===== src/rtl/dpca_pkg.sv =====
package dpca_pkg;
  localparam int DEF_ADDR_W = 13;
  localparam int NUM_PORTS  = 2;

  typedef enum logic {
    WIN_LEFT  = 1'b0,
    WIN_RIGHT = 1'b1
  } winner_e;
endpackage


===== src/rtl/dpca_port_track.sv =====
module dpca_port_track #(
  parameter int ADDR_W = 13
) (
  input  logic              clk,
  input  logic              rst_n,
  input  logic              en,
  input  logic [ADDR_W-1:0] addr,
  output logic              settled
);
  logic              en_q;
  logic [ADDR_W-1:0] addr_q;

  always_ff @(posedge clk) begin
    if (!rst_n) begin
      en_q   <= 1'b0;
      addr_q <= '0;
    end else begin
      en_q   <= en;
      addr_q <= addr;
    end
  end

  // port held this enabled address across the previous edge
  assign settled = en && en_q && (addr == addr_q);
endmodule


===== src/rtl/dpca_resolver.sv =====
module dpca_resolver
  import dpca_pkg::*;
(
  input  logic clk,
  input  logic rst_n,
  input  logic collide,
  input  logic left_settled,
  input  logic right_settled,
  output logic left_lose,
  output logic right_lose
);
  logic    coll_q;
  winner_e win_q;
  winner_e win;

  always_comb begin
    if (coll_q && collide)
      win = win_q;
    else if (left_settled && !right_settled)
      win = WIN_LEFT;
    else if (right_settled && !left_settled)
      win = WIN_RIGHT;
    else
      win = WIN_LEFT;
  end

  always_ff @(posedge clk) begin
    if (!rst_n) begin
      coll_q <= 1'b0;
      win_q  <= WIN_LEFT;
    end else begin
      coll_q <= collide;
      win_q  <= win;
    end
  end

  assign left_lose  = collide && (win == WIN_RIGHT);
  assign right_lose = collide && (win == WIN_LEFT);
endmodule


===== src/rtl/dpca_port_gate.sv =====
module dpca_port_gate (
  input  logic master_mode,
  input  logic lose,
  input  logic busy_in_n,
  input  logic en,
  input  logic we,
  output logic busy_out_n,
  output logic mem_we
);
  logic inhibit;

  assign inhibit    = master_mode ? lose : !busy_in_n;
  assign busy_out_n = master_mode ? !lose : 1'b1;
  assign mem_we     = en && we && !inhibit;
endmodule


===== src/rtl/dpca_collision_arb.sv =====
module dpca_collision_arb
  import dpca_pkg::*;
#(
  parameter int ADDR_W = DEF_ADDR_W
) (
  input  logic              clk,
  input  logic              rst_n,
  input  logic              master_mode,
  input  logic              left_en,
  input  logic              left_we,
  input  logic [ADDR_W-1:0] left_addr,
  input  logic              right_en,
  input  logic              right_we,
  input  logic [ADDR_W-1:0] right_addr,
  input  logic              left_busy_in_n,
  input  logic              right_busy_in_n,
  output logic              left_busy_n,
  output logic              right_busy_n,
  output logic              left_mem_we,
  output logic              right_mem_we
);
  logic              en_a     [NUM_PORTS];
  logic              we_a     [NUM_PORTS];
  logic [ADDR_W-1:0] addr_a   [NUM_PORTS];
  logic              bin_a    [NUM_PORTS];
  logic              settled_a[NUM_PORTS];
  logic              lose_a   [NUM_PORTS];
  logic              bout_a   [NUM_PORTS];
  logic              mwe_a    [NUM_PORTS];
  logic              collide;

  assign en_a[0]   = left_en;
  assign en_a[1]   = right_en;
  assign we_a[0]   = left_we;
  assign we_a[1]   = right_we;
  assign addr_a[0] = left_addr;
  assign addr_a[1] = right_addr;
  assign bin_a[0]  = left_busy_in_n;
  assign bin_a[1]  = right_busy_in_n;

  assign collide = left_en && right_en && (left_addr == right_addr);

  for (genvar gi = 0; gi < NUM_PORTS; gi++) begin : g_port
    dpca_port_track #(.ADDR_W(ADDR_W)) u_track (
      .clk     (clk),
      .rst_n   (rst_n),
      .en      (en_a[gi]),
      .addr    (addr_a[gi]),
      .settled (settled_a[gi])
    );

    dpca_port_gate u_gate (
      .master_mode (master_mode),
      .lose        (lose_a[gi]),
      .busy_in_n   (bin_a[gi]),
      .en          (en_a[gi]),
      .we          (we_a[gi]),
      .busy_out_n  (bout_a[gi]),
      .mem_we      (mwe_a[gi])
    );
  end

  dpca_resolver u_res (
    .clk           (clk),
    .rst_n         (rst_n),
    .collide       (collide),
    .left_settled  (settled_a[0]),
    .right_settled (settled_a[1]),
    .left_lose     (lose_a[0]),
    .right_lose    (lose_a[1])
  );

  assign left_busy_n  = bout_a[0];
  assign right_busy_n = bout_a[1];
  assign left_mem_we  = mwe_a[0];
  assign right_mem_we = mwe_a[1];
endmodule


===== config.mk =====
export PLATFORM = sky130hd
export DESIGN_NAME = dpca_collision_arb
export DESIGN_NICKNAME = d
export VERILOG_FILES = /design/src/rtl/dpca_pkg.sv /design/src/rtl/dpca_port_track.sv /design/src/rtl/dpca_resolver.sv /design/src/rtl/dpca_port_gate.sv /design/src/rtl/dpca_collision_arb.sv
export SDC_FILE = /design/constraint.sdc
export NUM_CORES = 1
export LEC_CHECK = 0
export BUFFER_PORTS_ARGS = -buffer_cell sky130_fd_sc_hd__buf_2
export CAP_MARGIN = 20
export CORE_MARGIN = 2
export CORE_UTILIZATION = 54
export DETAILED_ROUTE_END_ITERATION = 7
export PLACE_DENSITY = 0.83
export SETUP_SLACK_MARGIN = 0.02
export SYNTH_ARGS = -nofsm -noshare
export SYNTH_HDL_FRONTEND = slang
export SYNTH_HIERARCHICAL = 1
export SYNTH_SLANG_ARGS = --single-unit

===== constraint.sdc =====
create_clock -name clk -period 3.1 [get_ports clk]
set_input_delay 0.465 -clock clk [delete_from_list [all_inputs] [get_ports clk]]
set_output_delay 0.465 -clock clk [all_outputs]
set_load 0.01 [all_outputs]

==> results.sh, run 1 <==
export IMPL_wl_per_cell_um=12.0
export IMPL_setup_violations=0
export IMPL_die_x_um=54.0
export IMPL_setup_tns_final_ns=0
export IMPL_tightestPinTransition_ns=0.396
export IMPL_route_detailed_drc=0
export IMPL_cpPeakStageDelay_ns=0.32
export IMPL_holdPathStages=2
export IMPL_grt_max_degree=31
export IMPL_p_leak_nw=0.615
export IMPL_num_io_pins=39
export IMPL_max_slew_margin_rel=0.736
export IMPL_synth_area_um2=1350
export IMPL_ys_ff_latch=30
export IMPL_regToRegStartpoint="g_port[1].u_track/addr_q[9]"
export IMPL_core_area_um2=2430
export IMPL_setup_slack_ns=0.487
export IMPL_slew_violations=0
export IMPL_yosys_area_share_xor_xnor=0.253
export IMPL_viasPerCell=4.86
export IMPL_yosys_cell_types_count=15
export IMPL_r2r_end="u_res/win_q"
export IMPL_fillers=207
export IMPL_cts_buffer_depth=2
export IMPL_path_delay_family="simple AND/OR/NAND/NOR gates"
export IMPL_postCtsSetupBuffers=0
export IMPL_final_nets=211
export IMPL_fp_dieH_um=54.0
export IMPL_syn_inst=133
export IMPL_cts_buffers=5
export IMPL_dp_hpwl_um=2000
export IMPL_drt_iter0_drc=7
export IMPL_synthMuxAreaShare=0
export IMPL_fin_crit_ns=2.61
export IMPL_via_count=1002
export IMPL_syn_nets=168
export IMPL_fin_skew_ns=0.00334
export IMPL_track_usage=0.194
export IMPL_crit_arrival_ns=2.15
export IMPL_std_cell_rows=18
export IMPL_crit_chain="xnor2_1, nand4_1, nor4_2, nor3b_2, a21oi_1, and2_1, nand2b_1, a21oi_2, buf_2"
export IMPL_antenna_found_initial=0
export IMPL_cts_root_buf="clkbuf_4"
export IMPL_clk_latency_ns=0.31
export IMPL_crit_fanout=2
export IMPL_worstPathRequired_ns=2.63
export IMPL_post_place_ws_ns=0.577
export IMPL_max_freq_mhz=383
export IMPL_drtAntennaViolNets=0
export IMPL_synth_top_family_by_area="simple AND/OR/NAND/NOR gates"
export IMPL_min_to="g_port[0].u_track/addr_q[9]"
export IMPL_status="completed"
export IMPL_grt_pass1_wl_um=3910
export IMPL_start_kind="register"
export IMPL_hold_buffers=0
export IMPL_vdd_drop_max_uv=439
export IMPL_dieArea_um2=2920
export IMPL_initial_utilization=0.556
export IMPL_power_density_nw_per_um2=451
export IMPL_postLayoutCellArea_um2=1620
export IMPL_area_growth_pct=19.6
export IMPL_avgSynthCellArea_um2=10.2
export IMPL_place_area_um2=1570
export IMPL_cts_resized=0
export IMPL_rrSetupSlack_ns=1.75
export IMPL_synthSimpleGateAreaFrac=0.275
export IMPL_path_buf_inv=1
export IMPL_holdWs_ns=0.401
export IMPL_portBuffers=38
export IMPL_finalHoldViolCount=0
export IMPL_worstHoldStart="left_addr[9]"
export IMPL_rsz0062_at_grt="false"
export IMPL_crit_slowest_cell="dfxtp_1"
export IMPL_ys_warn_count=6
export IMPL_cts_tree="yes"
export IMPL_grt_overflow=0
export IMPL_wl_um=2480
export IMPL_synth_compound_area_frac=0.0222
export IMPL_r2r_cells=5
export IMPL_first_pass_iters=4
export IMPL_critPathKind="reg2out"
export IMPL_yosys_area_share_adder=0
export IMPL_endpoint_kind="output pin"
export IMPL_post_route_period_util=0.843
export IMPL_finalWeightedCongestion=0.772
export IMPL_cap_violations=0
export IMPL_yosysSeqAreaShare=0.444
export IMPL_clock_sinks=30
export IMPL_clk_pin_slew_ns=0.08
export IMPL_min_path_type="in2reg"
export IMPL_grt_pass1_vias=936
export IMPL_drive_above_1_share=0.278
export IMPL_insertedDiodeCount=0
export IMPL_cts_max_level=2
report_power, final:
group | total (mW) | switching (mW) | internal (mW)
clock network | 0.201 | 0.116 | 0.0853
logic | 0.116 | 0.0527 | 0.0628
registers | 0.413 | 0.00821 | 0.405
area by class of cell:
cell class / count / area [µm²] / area share
repair buffers: 38 / 190 / 0.118
flip-flops and latches: 30 / 601 / 0.372
well taps: 30 / 37.5 / 0.0232
clock buffers: 7 / 45.0 / 0.0279
multi-input cells: 101 / 743 / 0.460
sequential cells by signal (all words and copies together) (netlist names):
register               cells
g_port.u_track/en_q        2
u_res/win_q                1
u_res/coll_q               1
g_port.u_track/addr_q     26
layer usage:
layer	GRT usage	part of all wire	wire (µm)	up-vias
met5	0	0	0	-
met4	0.100	0.013	33	0
met3	0.0500	0.053	131	5
met2	0.333	0.49	1210	30
met1	0.220	0.44	1100	449
li1	-	-	-	518
logic make-up after synthesis:
| family | Yosys count |
|---|---|
| xor+xnor | 39 |
| flops | 30 |
| buf+inv | 2 |
| simple gates | 58 |
| compound gates | 4 |
metrics by stage:
step	util	power (mW)	std cells
finish	0.665	0.730	206
global route	0.665	0.771	206
CTS	0.665	0.743	206
detailed placement	0.646	0.539	199
global placement	0.646	0.534	199
floorplan	-	0.488	133
synthesized netlist by cell type:
master | number | area share
nor2b_1 | 1 | 0.0046
nand2_1 | 5 | 0.014
clkbuf_1 | 2 | 0.0056
nor3b_2 | 1 | 0.0093
a21boi_0 | 1 | 0.0056
dfxtp_1 | 30 | 0.44
nor4_2 | 3 | 0.028
a21oi_1 | 1 | 0.0037
xnor2_1 | 39 | 0.25
nand3_1 | 4 | 0.015
a21oi_2 | 2 | 0.013
nand2b_1 | 4 | 0.019
and2_1 | 30 | 0.14
nand3b_1 | 1 | 0.0056
nand4_1 | 9 | 0.042
layout by cell type (no fill, tap or decap):
master,Yosys,layout
xnor2_1,39,39
buf_2,0,38
and2_1,30,30
dfxtp_1,30,30
nand4_1,9,9
clkbuf_4,0,5
nand2_1,5,5
nand3_1,4,4
nand2b_1,4,4
nor4_2,3,3
clkbuf_1,2,2
a21oi_2,2,2
nor3b_2,1,1
a21oi_1,1,1
nor2b_1,1,1
nand3b_1,1,1
a21boi_0,1,1
worst reg2reg max path: cells and delay by family, from the launching register on:
kind / cells / cell delay [ns]
compound gates: 1 / 0.18
simple gates: 3 / 0.58
flops: 1 / 0.32
xor+xnor: 1 / 0.20
worst max path at each step:
stage / start / to / depth (start not counted) / slack, ns
after floorplan: right_addr[4] / right_mem_we / 8 / 0.96
after CTS: g_port[1].u_track/addr_q[9] / right_mem_we / 9 / 0.48
after global routing: g_port[1].u_track/addr_q[9] / right_mem_we / 9 / 0.32
final: g_port[1].u_track/addr_q[9] / right_mem_we / 9 / 0.49
after detailed placement: right_addr[9] / right_mem_we / 10 / 0.58
after global placement: right_addr[9] / right_mem_we / 10 / 0.59
Power figures use the tool's default switching activity.
==> inputs of run 2 (changes only) <==
Settings changed: CORE_UTILIZATION 54 to 50, PLACE_DENSITY 0.83 to 0.77.
Clock period 3.1 ns to 2.55 ns, I/O delays scaled along.
==> run 2 against run 1 <==
Compared with the run above:
- combinational power grew 26%
- critical endpoint unchanged
- sequential power up 22%
- clock-buffer cell count fell by 2
- setup slack lost 0.39 ns
- via count shrank 0.40%
- worst hold slack worse by 0.11 ns
- largest power group unchanged
- final cell count stayed put
- die area is 7.4% higher
==> results.sh, run 2 (synthesis gave the netlist of run 1 again) <==
export IMPL_status="completed"
export IMPL_fillers=232
export IMPL_final_cell_mix="buf_2, xnor2_1, and2_1, dfxtp_1, nand4_1"
export IMPL_antenna_found_initial=0
export IMPL_path_buf_inv=1
export IMPL_num_io_pins=39
export IMPL_seq_area_um2=604
export IMPL_postCtsSetupBuffers=0
export IMPL_wl_um=2560
export IMPL_setup_violations=0
export IMPL_via_count=998
export IMPL_first_pass_iters=4
export IMPL_cts_tree="yes"
export IMPL_setup_slack_ns=0.0989
export IMPL_clk_latency_ns=0.34
export IMPL_wl_per_cell_um=12.4
export IMPL_clk_pin_slew_ns=0.10
export IMPL_grt_pass1_vias=1015
export IMPL_cap_violations=0
export IMPL_cts_max_level=2
export IMPL_worstPathRequired_ns=2.17
export IMPL_crit_arrival_ns=2.07
export IMPL_critPathKind="reg2out"
export IMPL_initial_utilization=0.536
export IMPL_cts_buffer_depth=2
export IMPL_vdd_drop_max_uv=403
export IMPL_setup_tns_final_ns=0
export IMPL_path_delay_family="simple AND/OR/NAND/NOR gates"
export IMPL_p_leak_nw=0.644
export IMPL_power_frac_seq=0.554
export IMPL_insertedDiodeCount=0
export IMPL_internal_power_mw=0.672
export IMPL_sw_frac_of_total=0.261
export IMPL_holdWs_ns=0.288
export IMPL_std_cell_rows=18
export IMPL_cts_buffers=5
export IMPL_power_density_nw_per_um2=545
export IMPL_crit_fanout=2
export IMPL_area_growth_pct=23.3
export IMPL_post_place_ws_ns=0.200
export IMPL_regMostFlops="g_port.u_track/addr_q"
export IMPL_max_slew_margin_rel=0.731
export IMPL_cts_root_buf="clkbuf_4"
export IMPL_route_detailed_drc=0
export IMPL_cpPeakStageDelay_ns=0.33
export IMPL_core_area_um2=2520
export IMPL_max_freq_mhz=408
export IMPL_clockPowerShare=0.285
export IMPL_finalHoldViolCount=0
export IMPL_switchingPower_mw=0.237
export IMPL_crit_slowest_cell="dfxtp_1"
export IMPL_reg_top3="g_port.u_track/addr_q x26, g_port.u_track/en_q x2"
export IMPL_path_common_cell="a21oi_2"
export IMPL_grt_overflow=0
export IMPL_dp_hpwl_um=1960
export IMPL_multiInputGateArea_um2=787
export IMPL_endpoint_kind="output pin"
export IMPL_min_path_type="in2reg"
export IMPL_dieArea_um2=3130
export IMPL_grt_max_degree=31
export IMPL_final_common_cell="buf_2"
export IMPL_post_route_period_util=0.961
export IMPL_viasPerCell=4.84
export IMPL_placed_cells=199
export IMPL_hold_buffers=0
export IMPL_rsz0062_at_grt="true"
export IMPL_tightestPinTransition_ns=0.400
export IMPL_fp_dieH_um=56.0
export IMPL_track_usage=0.181
export IMPL_fin_crit_ns=2.45
export IMPL_combPwrFrac=0.161
export IMPL_die_x_um=56.0
export IMPL_crit_chain="xnor2_1, nand4_1, nor4_2, nor3b_2, a21oi_2, and2_4, nand2b_4, a21oi_2, buf_2"
export IMPL_drive_above_1_share=0.347
export IMPL_slew_violations=0
export IMPL_portBuffers=38
export IMPL_grt_pass1_wl_um=4240
export IMPL_final_cells=206
export IMPL_clock_sinks=30
export IMPL_drtAntennaViolNets=0
export IMPL_finalWeightedCongestion=0.765
export IMPL_largest_reg_flops=26
export IMPL_start_kind="register"
export IMPL_drt_iter0_drc=33
export IMPL_fin_skew_ns=0.0101
export IMPL_final_nets=211
## run 2: cell count changes in the layout (fill, tap and decap cells not counted), sizes merged
| cell | delta |
|---|---|
| clkbuf | -2 |
| clkinv | +2 |
## run 2: cell type report
class | count | share of cell area
multi-input cells | 101 | 0.472
repair buffers | 38 | 0.114
clock inverters | 2 | 0.00601
well taps | 30 | 0.0225
flip-flops and latches | 30 | 0.363
clock buffers | 5 | 0.0225
## run 2: path summary, 6_finish.rpt
kind / slack [ns] / startpoint / end / cells after the start
max: 0.1 / g_port[1].u_track/addr_q[12] / right_mem_we / 9
min: 0.29 / right_addr[2] / g_port[1].u_track/addr_q[2] / 2
max reg2reg: 1.23 / g_port[0].u_track/addr_q[2] / u_res/win_q / 5
min reg2reg: 0.50 / u_res/win_q / u_res/win_q / 2
## run 2: layer usage
metal | GRT usage | up-vias | routed length (µm)
li1 | - | 516 | -
met1 | 0.202 | 449 | 1110
met2 | 0.299 | 26 | 1240
met3 | 0.0488 | 7 | 136
met4 | 0.122 | 0 | 69
met5 | 0 | - | 0
## run 2: worst register-to-register path: cells and delay by family (launching register included)
family	cells	cell delay, ns
simple gates	3	0.64
compound gates	1	0.07
flops	1	0.32
xor+xnor	1	0.16
## run 2: power by group through the flow
stage	clock network (mW)	registers [mW]	logic [mW]
after global routing	0.292	0.506	0.162
after detailed placement	0	0.513	0.142
final	0.259	0.504	0.146
after floorplan	0	0.511	0.0825
after CTS	0.270	0.502	0.143
after global placement	0	0.512	0.138
## run 2: per-stage QoR
stage,cell area (µm²),util,total power [mW]
after global routing,1670,0.661,0.960
final,1670,0.661,0.909
after floorplan,1350,-,0.594
after CTS,1620,0.642,0.915
after detailed placement,1570,0.623,0.655
after global placement,1570,0.623,0.650
## run 2: what timing repair did
| item | CTS | global route |
|---|---|---|
| pin swaps | 1 | 8 |
| resized for setup | 0 | 10 |
| setup endpoints to repair | 1 | 2 |
==> inputs of run 3 (changes only) <==
--- a/config.mk
+++ b/config.mk
@@ -11,8 +11,7 @@
 export CORE_UTILIZATION = 50
 export DETAILED_ROUTE_END_ITERATION = 7
-export PLACE_DENSITY = 0.77
+export PLACE_DENSITY = 0.78
 export SETUP_SLACK_MARGIN = 0.02
 export SYNTH_ARGS = -nofsm -noshare
 export SYNTH_HDL_FRONTEND = slang
-export SYNTH_HIERARCHICAL = 1
 export SYNTH_SLANG_ARGS = --single-unit
==> constraint.sdc (replaced) <==
create_clock -name clk -period 2.55 [get_ports clk]
set_input_delay 0.3825 -clock clk [delete_from_list [all_inputs] [get_ports clk]]
set_output_delay 0.3825 -clock clk [all_outputs]
set_load 0.05 [all_outputs]
==> run 3 against run 2 <==
Compared with the run above:
- global-route usage grew 1.1 points
- sequential share of layout area shrank 0.57 points
- clock power up 91%
- fmax increased by 0.18%
- die area decreased by 1.5%
- first-iteration DRC count decreased by 85%
- setup slack gained 0.0045 ns
- final cell count is the same
- flip-flop and latch count unchanged
- worst hold slack better by 0.015 ns
==> results.sh, run 3 <==
export IMPL_std_cell_rows=18
export IMPL_synth_edf_count=0
export IMPL_ys_ff_latch=30
export IMPL_internal_power_mw=0.903
export IMPL_syn_nets=168
export IMPL_place_area_um2=1550
export IMPL_fin_crit_ns=2.45
export IMPL_reg_top3="g_port.u_track.addr_q x26, g_port.u_track.en_q x2"
export IMPL_yosys_cell_types_count=20
export IMPL_synth_top_cell_by_area="dfxtp_1"
export IMPL_min_path_type="in2reg"
export IMPL_hold_buffers=0
export IMPL_route_detailed_drc=0
export IMPL_yosysSeqAreaShare=0.452
export IMPL_switchingPower_mw=0.239
export IMPL_crit_slowest_cell="or4_4"
export IMPL_crit_chain="xnor2_2, nand4_1, or4_4, a32o_2, a21oi_2, buf_6"
export IMPL_start_kind="register"
export IMPL_max_slew_margin_rel=0.743
export IMPL_endpoint_kind="output pin"
export IMPL_tightestPinTransition_ns=0.383
export IMPL_cts_buffer_depth=2
export IMPL_core_area_um2=2500
export IMPL_track_usage=0.192
export IMPL_power_density_nw_per_um2=679
export IMPL_ys_warn_count=0
export IMPL_critPathKind="reg2out"
export IMPL_synth_area_leaders="dfxtp_1, xnor2_1, and2_1"
export IMPL_postLayoutCellArea_um2=1680
export IMPL_finalHoldViolCount=0
export IMPL_clock_sinks=30
export IMPL_vdd_drop_max_uv=818
export IMPL_clk_pin_slew_ns=0.10
export IMPL_power_frac_seq=0.440
export IMPL_gr_max_usage_layer="met2"
export IMPL_largest_reg_flops=26
export IMPL_final_nets=210
export IMPL_use_met3=0.0884
export IMPL_wl_um=2520
export IMPL_slew_violations=0
export IMPL_setup_violations=0
export IMPL_path_buf_inv=1
export IMPL_sw_frac_of_total=0.210
export IMPL_total_power_mw=1.14
export IMPL_first_pass_iters=4
export IMPL_post_route_period_util=0.959
export IMPL_fin_skew_ns=0.0110
export IMPL_p_leak_nw=0.654
export IMPL_wl_per_cell_um=12.2
export IMPL_status="completed"
export IMPL_use_met1=0.210
export IMPL_insertedDiodeCount=0
export IMPL_synth_area_um2=1330
export IMPL_regMostFlops="g_port.u_track.addr_q"
export IMPL_syn_inst=133
export IMPL_cts_max_level=2
export IMPL_cap_violations=0
export IMPL_clk_latency_ns=0.33
export IMPL_grt_pass1_wl_um=4540
export IMPL_seq_area_um2=601
export IMPL_synthTopCellsByCount="xnor2_1, dfxtp_1, and2_1"
export IMPL_grt_pass1_vias=1068
export IMPL_grt_overflow=0
export IMPL_dp_hpwl_um=1910
export IMPL_finalWeightedCongestion=0.801
export IMPL_antenna_found_initial=0
export IMPL_async_flop_share=0
export IMPL_clockPowerShare=0.434
export IMPL_max_freq_mhz=409
export IMPL_die_x_um=55.6
export IMPL_placed_cells=198
export IMPL_cts_root_buf="clkbuf_4"
export IMPL_final_cell_mix="xnor2_1, buf_2, dfxtp_1, and2_1, nand4_1"
export IMPL_drt_iter0_drc=5
export IMPL_cts_tree="yes"
export IMPL_cpPeakStageDelay_ns=0.56
export IMPL_fp_dieH_um=55.6
export IMPL_grt_max_degree=30
export IMPL_portBuffers=38
export IMPL_fillers=214
export IMPL_crit_fanout=3
export IMPL_setup_tns_final_ns=0
export IMPL_via_count=1028
export IMPL_num_io_pins=39
export IMPL_final_common_cell="xnor2_1"
export IMPL_synth_top_cell_area_share=0.452
export IMPL_met2_usage=0.330
export IMPL_crit_arrival_ns=2.06
export IMPL_ys_flop_type="dfxtp_1"
export IMPL_cts_buffers=5
export IMPL_drive_above_1_share=0.295
export IMPL_area_growth_pct=26.5
export IMPL_multiInputGateArea_um2=727
export IMPL_initial_utilization=0.532
export IMPL_combPwrFrac=0.127
export IMPL_avgSynthCellArea_um2=10.0
export IMPL_yosysMostFrequentCell="xnor2_1"
export IMPL_path_delay_family="simple AND/OR/NAND/NOR gates"
export IMPL_worstPathRequired_ns=2.17
export IMPL_viasPerCell=4.99
export IMPL_dieArea_um2=3090
export IMPL_rsz0062_at_grt="true"
export IMPL_drtAntennaViolNets=0
export IMPL_final_cells=206
run 3: worst paths after layout:
kind	slack, ns	to	startpoint	cells after the start
hold reg to reg	0.50	u_res.win_q	u_res.win_q	2
hold / removal	0.30	g_port[0].u_track.addr_q[10]	left_addr[10]	2
setup reg to reg	1.12	u_res.win_q	g_port[0].u_track.addr_q[12]	5
setup / recovery	0.10	left_mem_we	g_port[0].u_track.addr_q[12]	6
run 3: power by group through the flow:
stage	registers, mW	logic (mW)	clock network, mW
floorplan	0.511	0.0859	0
global placement	0.512	0.139	0
detailed placement	0.513	0.142	0
CTS	0.502	0.143	0.509
global route	0.505	0.160	0.539
finish	0.502	0.145	0.495
run 3: logic make-up after synthesis:
kind of cell | share of synthesized area
xor+xnor | 0.257
compound gates | 0.0461
simple gates | 0.231
flops | 0.452
buf+inv | 0.0141
run 3: worst register-to-register path, delay by kind of cell, from the launching register on:
family / cells / cell delay [ns]
AO/OA/AOI/OAI: 2 / 0.19
flip-flops: 1 / 0.36
XOR/XNOR: 1 / 0.12
AND/OR/NAND/NOR: 2 / 0.67
run 3: metal layers:
metal	part of all wire	vias to the layer above
met2	0.52	25
met5	0	-
met3	0.050	2
met4	0.0060	0
li1	-	530
met1	0.43	471
run 3: stage by stage:
| stage | util | worst slack, ns | hold WS (ns) |
|---|---|---|---|
| CTS | 0.664 | 0.0407 | 0.285 |
| finish | 0.673 | 0.103 | 0.303 |
| floorplan | - | 0.268 | 0.467 |
| global placement | 0.619 | 0.205 | 0.479 |
| global route | 0.673 | -0.0179 | 0.276 |
| detailed placement | 0.619 | 0.144 | 0.487 |
run 3: area by class of cell:
| class | instances | area share |
|---|---|---|
| multi-input cells | 98 | 0.432 |
| flip-flops and latches | 30 | 0.357 |
| repair buffers | 38 | 0.118 |
| clock inverters | 2 | 0.0357 |
| clock buffers | 6 | 0.0305 |
| well taps | 30 | 0.0223 |
| inverters | 2 | 0.00446 |
run 3: timing repair:
item,4_1_cts,5_1_grt
setup endpoints to repair,1,4
buffers inserted,0,0
gates resized for setup,1,5
pin swaps,0,0
